<file path="src/rtl/tmr_pkg.sv">
package tmr_pkg;

    // Word addresses of the shared control registers
    localparam int ADR_CTRL   = 0;
    localparam int ADR_EN_SET = 1;
    localparam int ADR_EN_CLR = 2;
    localparam int ADR_FLAG   = 3;

    // Time base register window
    localparam int CNT_BASE   = 8;
    localparam int CNT_STRIDE = 8;
    localparam int CNT_FRC    = 0;
    localparam int CNT_PRE    = 1;
    localparam int CNT_LIM    = 2;
    localparam int CNT_CAPHI  = 3;
    localparam int CNT_CAPLO  = 4;

    // Compare unit register window
    localparam int CMP_BASE   = 32;
    localparam int CMP_STRIDE = 4;
    localparam int CMP_VAL    = 0;
    localparam int CMP_UPD    = 1;
    localparam int CMP_CFG    = 2;

    function automatic int cnt_adr(input int idx, input int off);
        return CNT_BASE + CNT_STRIDE * idx + off;
    endfunction

    function automatic int cmp_adr(input int idx, input int off);
        return CMP_BASE + CMP_STRIDE * idx + off;
    endfunction

endpackage

</file>
<file path="src/rtl/tmr_counter.sv">
module tmr_counter #(
    parameter int DW = 32
) (
    input  logic          clk,
    input  logic          rst_n,
    input  logic          run,
    input  logic          cap,
    input  logic          wr_frc,
    input  logic          wr_pre,
    input  logic          wr_lim,
    input  logic          rd_frc,
    input  logic          rd_cap,
    input  logic [DW-1:0] wdata,
    output logic [DW-1:0] frc_o,
    output logic [DW-1:0] lim_o,
    output logic [DW-1:0] pre_sh_o,
    output logic [DW-1:0] cap_hi_o,
    output logic [DW-1:0] cap_sh_o
);

    localparam logic [DW-1:0] ONE = 1;

    typedef struct packed {
        logic [DW-1:0] pre;
        logic [DW-1:0] frc;
        logic [DW-1:0] lim;
        logic [DW-1:0] pre_sh;
        logic [DW-1:0] cap_hi;
        logic [DW-1:0] cap_lo;
        logic [DW-1:0] cap_sh;
    } cnt_st_t;

    cnt_st_t st_d, st_q;

    always_comb begin
        st_d = st_q;
        // prescale stage feeding the free-running half
        if (run) begin
            if (st_q.pre >= st_q.lim) begin
                st_d.pre = '0;
                st_d.frc = st_q.frc + ONE;
            end else begin
                st_d.pre = st_q.pre + ONE;
            end
        end
        // register writes win over counting
        if (wr_frc) st_d.frc = wdata;
        if (wr_pre) st_d.pre = wdata;
        if (wr_lim) st_d.lim = wdata;
        // timestamp of the outside event
        if (cap) begin
            st_d.cap_hi = st_q.frc;
            st_d.cap_lo = st_q.pre;
        end
        // freeze lower halves when the upper half is read
        if (rd_frc) st_d.pre_sh = st_q.pre;
        if (rd_cap) st_d.cap_sh = st_q.cap_lo;
    end

    always_ff @(posedge clk) begin
        if (!rst_n) st_q <= '0;
        else        st_q <= st_d;
    end

    assign frc_o    = st_q.frc;
    assign lim_o    = st_q.lim;
    assign pre_sh_o = st_q.pre_sh;
    assign cap_hi_o = st_q.cap_hi;
    assign cap_sh_o = st_q.cap_sh;

endmodule

</file>
<file path="src/rtl/tmr_compare.sv">
module tmr_compare #(
    parameter int DW    = 32,
    parameter int SRC_W = 1
) (
    input  logic             clk,
    input  logic             rst_n,
    input  logic [DW-1:0]    src_cnt,
    input  logic             src_run,
    input  logic             wr_cmp,
    input  logic             wr_upd,
    input  logic             wr_cfg,
    input  logic [DW-1:0]    wdata,
    input  logic [SRC_W:0]   cfg_wdata,
    output logic             match_o,
    output logic [DW-1:0]    cmp_o,
    output logic [DW-1:0]    upd_o,
    output logic [SRC_W-1:0] src_o,
    output logic             dma_mode_o
);

    typedef struct packed {
        logic [DW-1:0]    cmp;
        logic [DW-1:0]    upd;
        logic [SRC_W-1:0] src;
        logic             dma;
    } cmp_st_t;

    cmp_st_t st_d, st_q;
    logic    hit;

    always_comb begin
        hit  = src_run && (src_cnt == st_q.cmp);
        st_d = st_q;
        if (hit)    st_d.cmp = st_q.cmp + st_q.upd;
        if (wr_cmp) st_d.cmp = wdata;
        if (wr_upd) st_d.upd = wdata;
        if (wr_cfg) begin
            st_d.src = cfg_wdata[SRC_W-1:0];
            st_d.dma = cfg_wdata[SRC_W];
        end
    end

    always_ff @(posedge clk) begin
        if (!rst_n) st_q <= '0;
        else        st_q <= st_d;
    end

    assign match_o    = hit;
    assign cmp_o      = st_q.cmp;
    assign upd_o      = st_q.upd;
    assign src_o      = st_q.src;
    assign dma_mode_o = st_q.dma;

endmodule

</file>
<file path="src/rtl/tmr_core.sv">
module tmr_core #(
    parameter int N_CNT = 2,
    parameter int N_CMP = 4,
    parameter int DW    = 32,
    parameter int AW    = 6
) (
    input  logic             clk,
    input  logic             rst_n,
    input  logic             wr_en,
    input  logic             rd_en,
    input  logic [AW-1:0]    addr,
    input  logic [DW-1:0]    wdata,
    output logic [DW-1:0]    rdata,
    input  logic [N_CNT-1:0] cap_i,
    output logic [N_CMP-1:0] irq_o,
    output logic [N_CMP-1:0] dma_o
);

    import tmr_pkg::*;

    localparam int SRC_W = (N_CNT > 1) ? $clog2(N_CNT) : 1;

    typedef struct packed {
        logic [N_CNT-1:0] run;
        logic [N_CMP-1:0] en;
        logic [N_CMP-1:0] flag;
        logic [N_CMP-1:0] dma;
    } core_st_t;

    core_st_t st_d, st_q;

    logic [N_CNT-1:0]          wr_frc, wr_pre, wr_lim, rd_frc, rd_cap;
    logic [N_CMP-1:0]          wr_cmp, wr_upd, wr_cfg;
    logic [N_CNT-1:0][DW-1:0]  frc_w, lim_w, pre_sh_w, cap_hi_w, cap_sh_w;
    logic [N_CMP-1:0][DW-1:0]  cmp_w, upd_w, src_cnt;
    logic [N_CMP-1:0][SRC_W-1:0] src_w;
    logic [N_CMP-1:0]          src_run, match_w, dma_mode_w;

    // address decode of per-instance strobes
    always_comb begin
        for (int k = 0; k < N_CNT; k++) begin
            wr_frc[k] = wr_en && (addr == AW'(cnt_adr(k, CNT_FRC)));
            wr_pre[k] = wr_en && (addr == AW'(cnt_adr(k, CNT_PRE)));
            wr_lim[k] = wr_en && (addr == AW'(cnt_adr(k, CNT_LIM)));
            rd_frc[k] = rd_en && (addr == AW'(cnt_adr(k, CNT_FRC)));
            rd_cap[k] = rd_en && (addr == AW'(cnt_adr(k, CNT_CAPHI)));
        end
        for (int j = 0; j < N_CMP; j++) begin
            wr_cmp[j] = wr_en && (addr == AW'(cmp_adr(j, CMP_VAL)));
            wr_upd[j] = wr_en && (addr == AW'(cmp_adr(j, CMP_UPD)));
            wr_cfg[j] = wr_en && (addr == AW'(cmp_adr(j, CMP_CFG)));
        end
    end

    for (genvar k = 0; k < N_CNT; k++) begin : g_cnt
        tmr_counter #(.DW(DW)) u_cnt (
            .clk      (clk),
            .rst_n    (rst_n),
            .run      (st_q.run[k]),
            .cap      (cap_i[k]),
            .wr_frc   (wr_frc[k]),
            .wr_pre   (wr_pre[k]),
            .wr_lim   (wr_lim[k]),
            .rd_frc   (rd_frc[k]),
            .rd_cap   (rd_cap[k]),
            .wdata    (wdata),
            .frc_o    (frc_w[k]),
            .lim_o    (lim_w[k]),
            .pre_sh_o (pre_sh_w[k]),
            .cap_hi_o (cap_hi_w[k]),
            .cap_sh_o (cap_sh_w[k])
        );
    end

    // each compare unit picks its time base
    always_comb begin
        for (int j = 0; j < N_CMP; j++) begin
            src_cnt[j] = frc_w[src_w[j]];
            src_run[j] = st_q.run[src_w[j]];
        end
    end

    for (genvar j = 0; j < N_CMP; j++) begin : g_cmp
        tmr_compare #(.DW(DW), .SRC_W(SRC_W)) u_cmp (
            .clk        (clk),
            .rst_n      (rst_n),
            .src_cnt    (src_cnt[j]),
            .src_run    (src_run[j]),
            .wr_cmp     (wr_cmp[j]),
            .wr_upd     (wr_upd[j]),
            .wr_cfg     (wr_cfg[j]),
            .wdata      (wdata),
            .cfg_wdata  (wdata[SRC_W:0]),
            .match_o    (match_w[j]),
            .cmp_o      (cmp_w[j]),
            .upd_o      (upd_w[j]),
            .src_o      (src_w[j]),
            .dma_mode_o (dma_mode_w[j])
        );
    end

    // shared control state
    always_comb begin
        st_d = st_q;
        if (wr_en && addr == AW'(ADR_CTRL))   st_d.run = wdata[N_CNT-1:0];
        if (wr_en && addr == AW'(ADR_EN_SET)) st_d.en  = st_q.en | wdata[N_CMP-1:0];
        if (wr_en && addr == AW'(ADR_EN_CLR)) st_d.en  = st_q.en & ~wdata[N_CMP-1:0];
        if (wr_en && addr == AW'(ADR_FLAG))   st_d.flag = st_q.flag & ~wdata[N_CMP-1:0];
        st_d.flag = st_d.flag | match_w;
        st_d.dma  = match_w & st_q.en & dma_mode_w;
    end

    always_ff @(posedge clk) begin
        if (!rst_n) st_q <= '0;
        else        st_q <= st_d;
    end

    assign irq_o = st_q.flag & st_q.en & ~dma_mode_w;
    assign dma_o = st_q.dma;

    // read mux
    always_comb begin
        rdata = '0;
        if (addr == AW'(ADR_CTRL)) rdata[N_CNT-1:0] = st_q.run;
        if (addr == AW'(ADR_EN_SET) || addr == AW'(ADR_EN_CLR)) rdata[N_CMP-1:0] = st_q.en;
        if (addr == AW'(ADR_FLAG)) rdata[N_CMP-1:0] = st_q.flag;
        for (int k = 0; k < N_CNT; k++) begin
            if (addr == AW'(cnt_adr(k, CNT_FRC)))   rdata = frc_w[k];
            if (addr == AW'(cnt_adr(k, CNT_PRE)))   rdata = pre_sh_w[k];
            if (addr == AW'(cnt_adr(k, CNT_LIM)))   rdata = lim_w[k];
            if (addr == AW'(cnt_adr(k, CNT_CAPHI))) rdata = cap_hi_w[k];
            if (addr == AW'(cnt_adr(k, CNT_CAPLO))) rdata = cap_sh_w[k];
        end
        for (int j = 0; j < N_CMP; j++) begin
            if (addr == AW'(cmp_adr(j, CMP_VAL))) rdata = cmp_w[j];
            if (addr == AW'(cmp_adr(j, CMP_UPD))) rdata = upd_w[j];
            if (addr == AW'(cmp_adr(j, CMP_CFG))) rdata[SRC_W:0] = {dma_mode_w[j], src_w[j]};
        end
    end

endmodule

</file>
<file path="config.mk">
export PLATFORM = sky130hd
export DESIGN_NAME = tmr_core
export DESIGN_NICKNAME = d
export VERILOG_FILES = /design/src/rtl/tmr_pkg.sv /design/src/rtl/tmr_counter.sv /design/src/rtl/tmr_compare.sv /design/src/rtl/tmr_core.sv
export SDC_FILE = /design/constraint.sdc
export NUM_CORES = 2
export LEC_CHECK = 0
export BUFFER_PORTS_ARGS = -buffer_cell sky130_fd_sc_hd__buf_2
export CORE_ASPECT_RATIO = 1.4
export CORE_UTILIZATION = 38
export CTS_CLUSTER_SIZE = 8
export DETAILED_ROUTE_END_ITERATION = 8
export GPL_TIMING_DRIVEN = 1
export PLACE_DENSITY = 0.55
export SLEW_MARGIN = 0
export SYNTH_ARGS = -nofsm -noshare
export SYNTH_HDL_FRONTEND = slang
export SYNTH_HIERARCHICAL = 1
export SYNTH_SLANG_ARGS = --single-unit
</file>
<file path="constraint.sdc">
create_clock -name clk -period 5.1 [get_ports clk]
set_input_delay 0.255 -clock clk [delete_from_list [all_inputs] [get_ports clk]]
set_output_delay 0.255 -clock clk [all_outputs]
set_load 0.05 [all_outputs]
</file>
# Word level (Yosys, flattened, before mapping)
# Cells that the tools add are included.
# word_totals
rom_bits,0
ff_bits,726
out_inout_bits,40
ram_bits,0
memories,0
elab_cells,194
inputBits,44
latch_bits,0
# op_classes
addsub,8
shifts,0
n_mux,62
div,0
reduce_logical,45
n_mul,0
n_eq_ne,29
magnitude_cmp,6
n_bitwise,10
# op_table
op,count
$mux 32,42
$add 32x1->32 const B,4
$add 32x32->32,4
$eq 32x32->1,4
$mux 64,2
$eq 6x6->1 const B,12
$ge 32x32->1,2
$eq 6x4->1 const B,5
$eq 6x5->1 const B,5
$logic_and 1x1->1,30
$and 4x4->4,6
$reduce_bool 2->1,11
$mux 4,5
$eq 6x2->1 const B,2
$mux 2,5
$lt 1x2->1 const B,4
$mux 1,8
$not 4->4,2
$or 4x4->4,2
$eq 6x1->1 const B,1
$logic_not 6->1,1
$reduce_and 2->1,2
$logic_or 1x1->1,1

# Logic depth before layout (Yosys ltp)
# depth
word_depth,26
mapped_depth,14
depth_no_buf,11

# Modules after synthesis
# The synthesis kept the hierarchy.
# by_module_without_submodules
mod,n_inst,seq_area_each_um2,area_each_um2,cells_each
tmr_counter,2,4484.3,11444.7,1293
tmr_compare (g_cmp[0].u_cmp ...),3,1321.3,4680.7,591
tmr_core,1,280.3,7299.5,977
tmr_compare (g_cmp[3].u_cmp),1,1321.3,4644.5,567

# Worst setup path before layout
# Ideal clock, no wire load.
# synth_timing
kind,reg2reg
startpoint,register g_cmp[3].u_cmp.st_q (netlist bit g_cmp[3].u_cmp/src_o)
endpoint,register g_cmp[3].u_cmp.st_q (netlist bit g_cmp[3].u_cmp/cmp_o[31])
slack_ns,1.786
t_arrival_ns,3.227
stages_incl_launch_ff,12
path_buffers,3
synth_period_minus_slack_ns,3.314
required_time_ns,5.013
setup_time_ns,0.087
cell_sequence,dfxtp_1 > clkbuf_1 > clkbuf_1 > mux2_2 > xor2_1 > or4_1 > nor2_1 > nand4_1 > or4_1 > buf_2 > or3_1 > o31ai_1
# synth_lines
item,line_no,source
start: declaration,tmr_compare.sv:28,"cmp_st_t st_d, st_q;"
start signal: assignment,tmr_compare.sv:45,else st_q <= st_d;

# Worst setup path in the final report
# layout_timing
startpoint,register g_cnt[0].u_cnt.st_q (netlist bit g_cnt[0].u_cnt/frc_o[7])
endpoint,output port rdata[7]
# layout_between
elab_chain_cells,18
# layout_lines
item,line_no,source
start: declaration,tmr_counter.sv:33,"cnt_st_t st_d, st_q;"
start signal: assignment,tmr_counter.sv:62,else st_q <= st_d;
$mux 32,tmr_core.sv:128,"if (addr == AW'(cnt_adr(k, CNT_FRC))) rdata = frc_w[k];"
$mux 32,tmr_core.sv:129,"if (addr == AW'(cnt_adr(k, CNT_PRE))) rdata = pre_sh_w[k];"
$mux 32,tmr_core.sv:130,"if (addr == AW'(cnt_adr(k, CNT_LIM))) rdata = lim_w[k];"
$mux 32,tmr_core.sv:131,"if (addr == AW'(cnt_adr(k, CNT_CAPHI))) rdata = cap_hi_w[k];"
$mux 32,tmr_core.sv:132,"if (addr == AW'(cnt_adr(k, CNT_CAPLO))) rdata = cap_sh_w[k];"
$mux 32,tmr_core.sv:128,
$mux 32,tmr_core.sv:129,
$mux 32,tmr_core.sv:130,
(+2 left out),--,
$mux 32,tmr_core.sv:135,"if (addr == AW'(cmp_adr(j, CMP_VAL))) rdata = cmp_w[j];"
$mux 32,tmr_core.sv:136,"if (addr == AW'(cmp_adr(j, CMP_UPD))) rdata = upd_w[j];"
$mux 32,tmr_core.sv:135,
$mux 32,tmr_core.sv:136,
$mux 32,tmr_core.sv:135,
$mux 32,tmr_core.sv:136,
$mux 32,tmr_core.sv:135,
$mux 32,tmr_core.sv:136,
end: declaration,tmr_core.sv:13,"output logic [DW-1:0] rdata,"
# Every way passes these cells.

==> run summary <==
Status: finished with violations
Violated checks: max-capacitance violations, max-slew violations, negative setup slack
Total congestion overflow: 0
Cell area after layout: 0.0519 mm²
Relative slew slack: -5.80%
Core region area: 0.128 mm²
Clock root buffer: clkbuf_16
Asr flop ratio synth: 0%
H-Tree Depth: 3
Critical path data arrival time: 4.89 ns
# fillers: 13,100
DP Area: 0.0490 mm²
Tmin final: 5.15 ns
CTS Buf Count: 102
Register area share after synthesis: 29.7%
Max-slew violation count: 2
Final clock skew: 0.0420 ns
CP Data Required Time: 4.85 ns
WHS Path Cells: 3
Mapped Nets: 6,143
Setup Viol. Count Final: 1
IO Count: 84
Mean Syn Cell Area: 8.28 µm²
Yosys Warn Count: 6
Reg2reg path depth: 11
Routed Antenna Nets: 0
Area grow syn2layout: 6.23%
Nets@finish: 5,838
Drt drc: 0
Transition time of the tightest slew-check pin: 1.57 ns
First-pass GRT wire length: 359,000 µm
Max Cap Viol: 1
Largest net degree at the start of global routing: 108
Std-Cell Rows: 155
Clk_lat worst skew: 0.76 ns
Part of the cycle the worst path needs: 101%
Critical path endpoint category: primary output
Synth Register Bits: 726
Die height: 426 µm
Most used DFF post-synth: dfxtp_1
Starting Density: 38.3%
Post-DP HPWL: 189,000 µm
Die area: 0.130 mm²
Final hold vios: 0
Share of layout cells above drive strength 1: 11.8%
Routed vias/inst: 6.49
Mapped Cells: 5,903
Post-CTS setup buffers: 0
CP startpoint kind: flop
CTS sink count: 726
Power, Total: 13.5 mW
Vias: 47,400
Mapped Area: 0.0489 mm²
Pre-CTS WS: 1.15 ns
Number of global-route vias before repair: 43,500
Maximum operating frequency: 194 MHz
Peak VDD IR: 0.305 mV
Worst min-delay path category: input port to flop
Clock Path Buffers: 3
EDFF count, synth: 0
Distinct cell type count after synthesis: 101
Static leakage power: 20.8 nW
RSZ-0062 raised after global routing: false
Crit path max fanout: 5
Input/output buffers: 83
Crit-path max cell delay: 1.22 ns
Pwr Density: 260 mW/mm²
Die W: 305 µm
Critical path cell sequence: buf_4 -> mux4_2 -> nand2_1 -> and3_1 -> nor3_1 -> a221oi_1 -> a21oi_1 -> buf_2
Initial antenna violation count: 49
Reg clk slew, reported paths: 0.05 ns
DRT iter0 DRCs: 6,181
CTS tree: built
Total global-route track usage: 39.5%
Critical path's slowest cell: nor3_1
Pre-antenna DRT Iters: 6
Setup WS post-layout: -0.0465 ns
GPL Wtd Cong: 1.10
Setup CP Type: flop to primary output
DR WL/cell: 36.0 µm
Post-Route WL: 263,000 µm
## metal layers
metal | global-route usage (%) | routed length, µm
met5 | 0 | 116
met4 | 37.2 | 28200
met3 | 10.2 | 24700
met2 | 60.7 | 115000
met1 | 44.6 | 95600
## worst paths after layout
| kind | slack (ns) | start | end |
|---|---|---|---|
| min reg2reg | 0.48 | g_cnt[0].u_cnt/st_q[49]$_SDFFE_PN0P_ | g_cnt[0].u_cnt/cap_sh_o[17]$_SDFFE_PN0P_ |
| max | -0.05 | g_cnt[0].u_cnt/frc_o[7]$_SDFFE_PN0P_ | rdata[7] |
| max reg2reg | 1.02 | g_cmp[0].u_cmp/src_o$_SDFFE_PN0P_ | g_cmp[0].u_cmp/cmp_o[20]$_SDFFE_PN0P_ |
| min | 0.09 | cap_i[0] | g_cnt[0].u_cnt/cap_hi_o[6]$_SDFFE_PN0P_ |
## kinds of logic after synthesis
logic type | count (synthesis) | share of synthesized area [%]
simple gates | 1835 | 17.8
compound gates | 1377 | 18.4
buf+inv | 818 | 9.03
flops | 726 | 29.7
mux | 679 | 15.0
xor+xnor | 272 | 4.87
fa+ha+maj | 196 | 5.08
## state kept, by name, summed over array words and instances (netlist names), named ones only
name                    flops
dma_o                       4
g_cmp.u_cmp/cmp_o         128
g_cmp.u_cmp/dma_mode_o      4
g_cmp.u_cmp/src_o           4
g_cmp.u_cmp/upd_o         128
g_cnt.u_cnt/cap_hi_o       64
g_cnt.u_cnt/cap_sh_o       64
g_cnt.u_cnt/frc_o          64
g_cnt.u_cnt/lim_o          64
g_cnt.u_cnt/pre_sh_o       64
g_cnt.u_cnt/st_q          128
st_q                        6
## stage by stage
step / util, % / cells / TNS, ns / hold WS (ns)
2_1_floorplan: - / 5903 / 0 / 0.364
3_3_place_gp: 38.4 / 7141 / 0 / 0.465
3_5_place_dp: 38.4 / 7141 / 0 / 0.481
4_1_cts: 40.6 / 7260 / 0 / 0.0648
5_1_grt: 40.6 / 7272 / 0 / 0.103
6_report: 40.7 / 7312 / -0.0465 / 0.0930
## power by group
group	internal, mW	switching, mW
Combinational	0.314	0.942
Sequential	5.72	0.142
Clock	3.59	2.82
## synth_stat cells (47+ instances only)
cell type  instances  share of area [%]
a21o_1            51               0.78
o21ai_0          258                2.6
ha_1             192                4.9
xor2_1           180                3.2
nand4_1           68               0.87
nor2b_1           47               0.60
o22ai_1           76               0.97
mux2_2           151                3.5
buf_4            333                5.1
inv_1            118               0.91
nor4_1            66               0.84
nand2_1          344                2.6
buf_1             49               0.38
nand3_1          145                1.5
and3_1           107                1.4
clkbuf_1         260                2.0
nor2_1           757                5.8
a22oi_1           62               0.95
xnor2_1           92                1.6
dfxtp_1          726                 30
mux2i_1          498                 10
a221oi_1          53               0.95
a21oi_1          417                4.3
nor3_1           110                1.1
## cells in the final DEF (no fill, tap or decap), drive strengths merged, types with 20 or more instances in the layout
cell / count
nand2b: 31
nand3: 145
mux4: 29
o21a: 33
and2: 26
a22oi: 62
and4: 28
clkbuf: 107
xnor2: 92
buf: 280
ha: 192
o221ai: 25
a21oi: 420
a211oi: 44
o31ai: 20
o21ai: 274
inv: 128
o211a: 30
diode: 52
a221oi: 53
a31oi: 48
xor2: 180
mux2i: 498
nor2b: 47
o22ai: 76
mux2: 152
o2111ai: 26
and3: 107
nor2: 763
o211ai: 40
dfxtp: 726
nand2: 344
a21o: 54
nand4: 68
nor4: 68
nor3: 113
## timing repair
action,CTS,global route
endpoints found under the hold margin,19,0
hold buffers,1,0
resized for setup,0,0
## critical path: cells and delay by family, from the launching register on
family | cells | cell delay, ns
AO/OA/AOI/OAI | 2 | 0.87
buffers and inverters | 2 | 0.61
flip-flops | 1 | 0.88
multiplexers | 1 | 0.32
AND/OR/NAND/NOR | 3 | 1.46
## area by class of cell
class | count | area, µm² | share of cell area, %
flip-flops and latches | 726 | 14500 | 28.0
repair buffers | 281 | 1960 | 3.77
clock buffers | 107 | 2570 | 4.95
diodes | 52 | 130 | 0.251
clock inverters | 11 | 190 | 0.366
inverters | 128 | 490 | 0.945
multi-input cells | 4359 | 30000 | 57.8
well taps | 1648 | 2060 | 3.97
(Power assumes the default switching activity.)
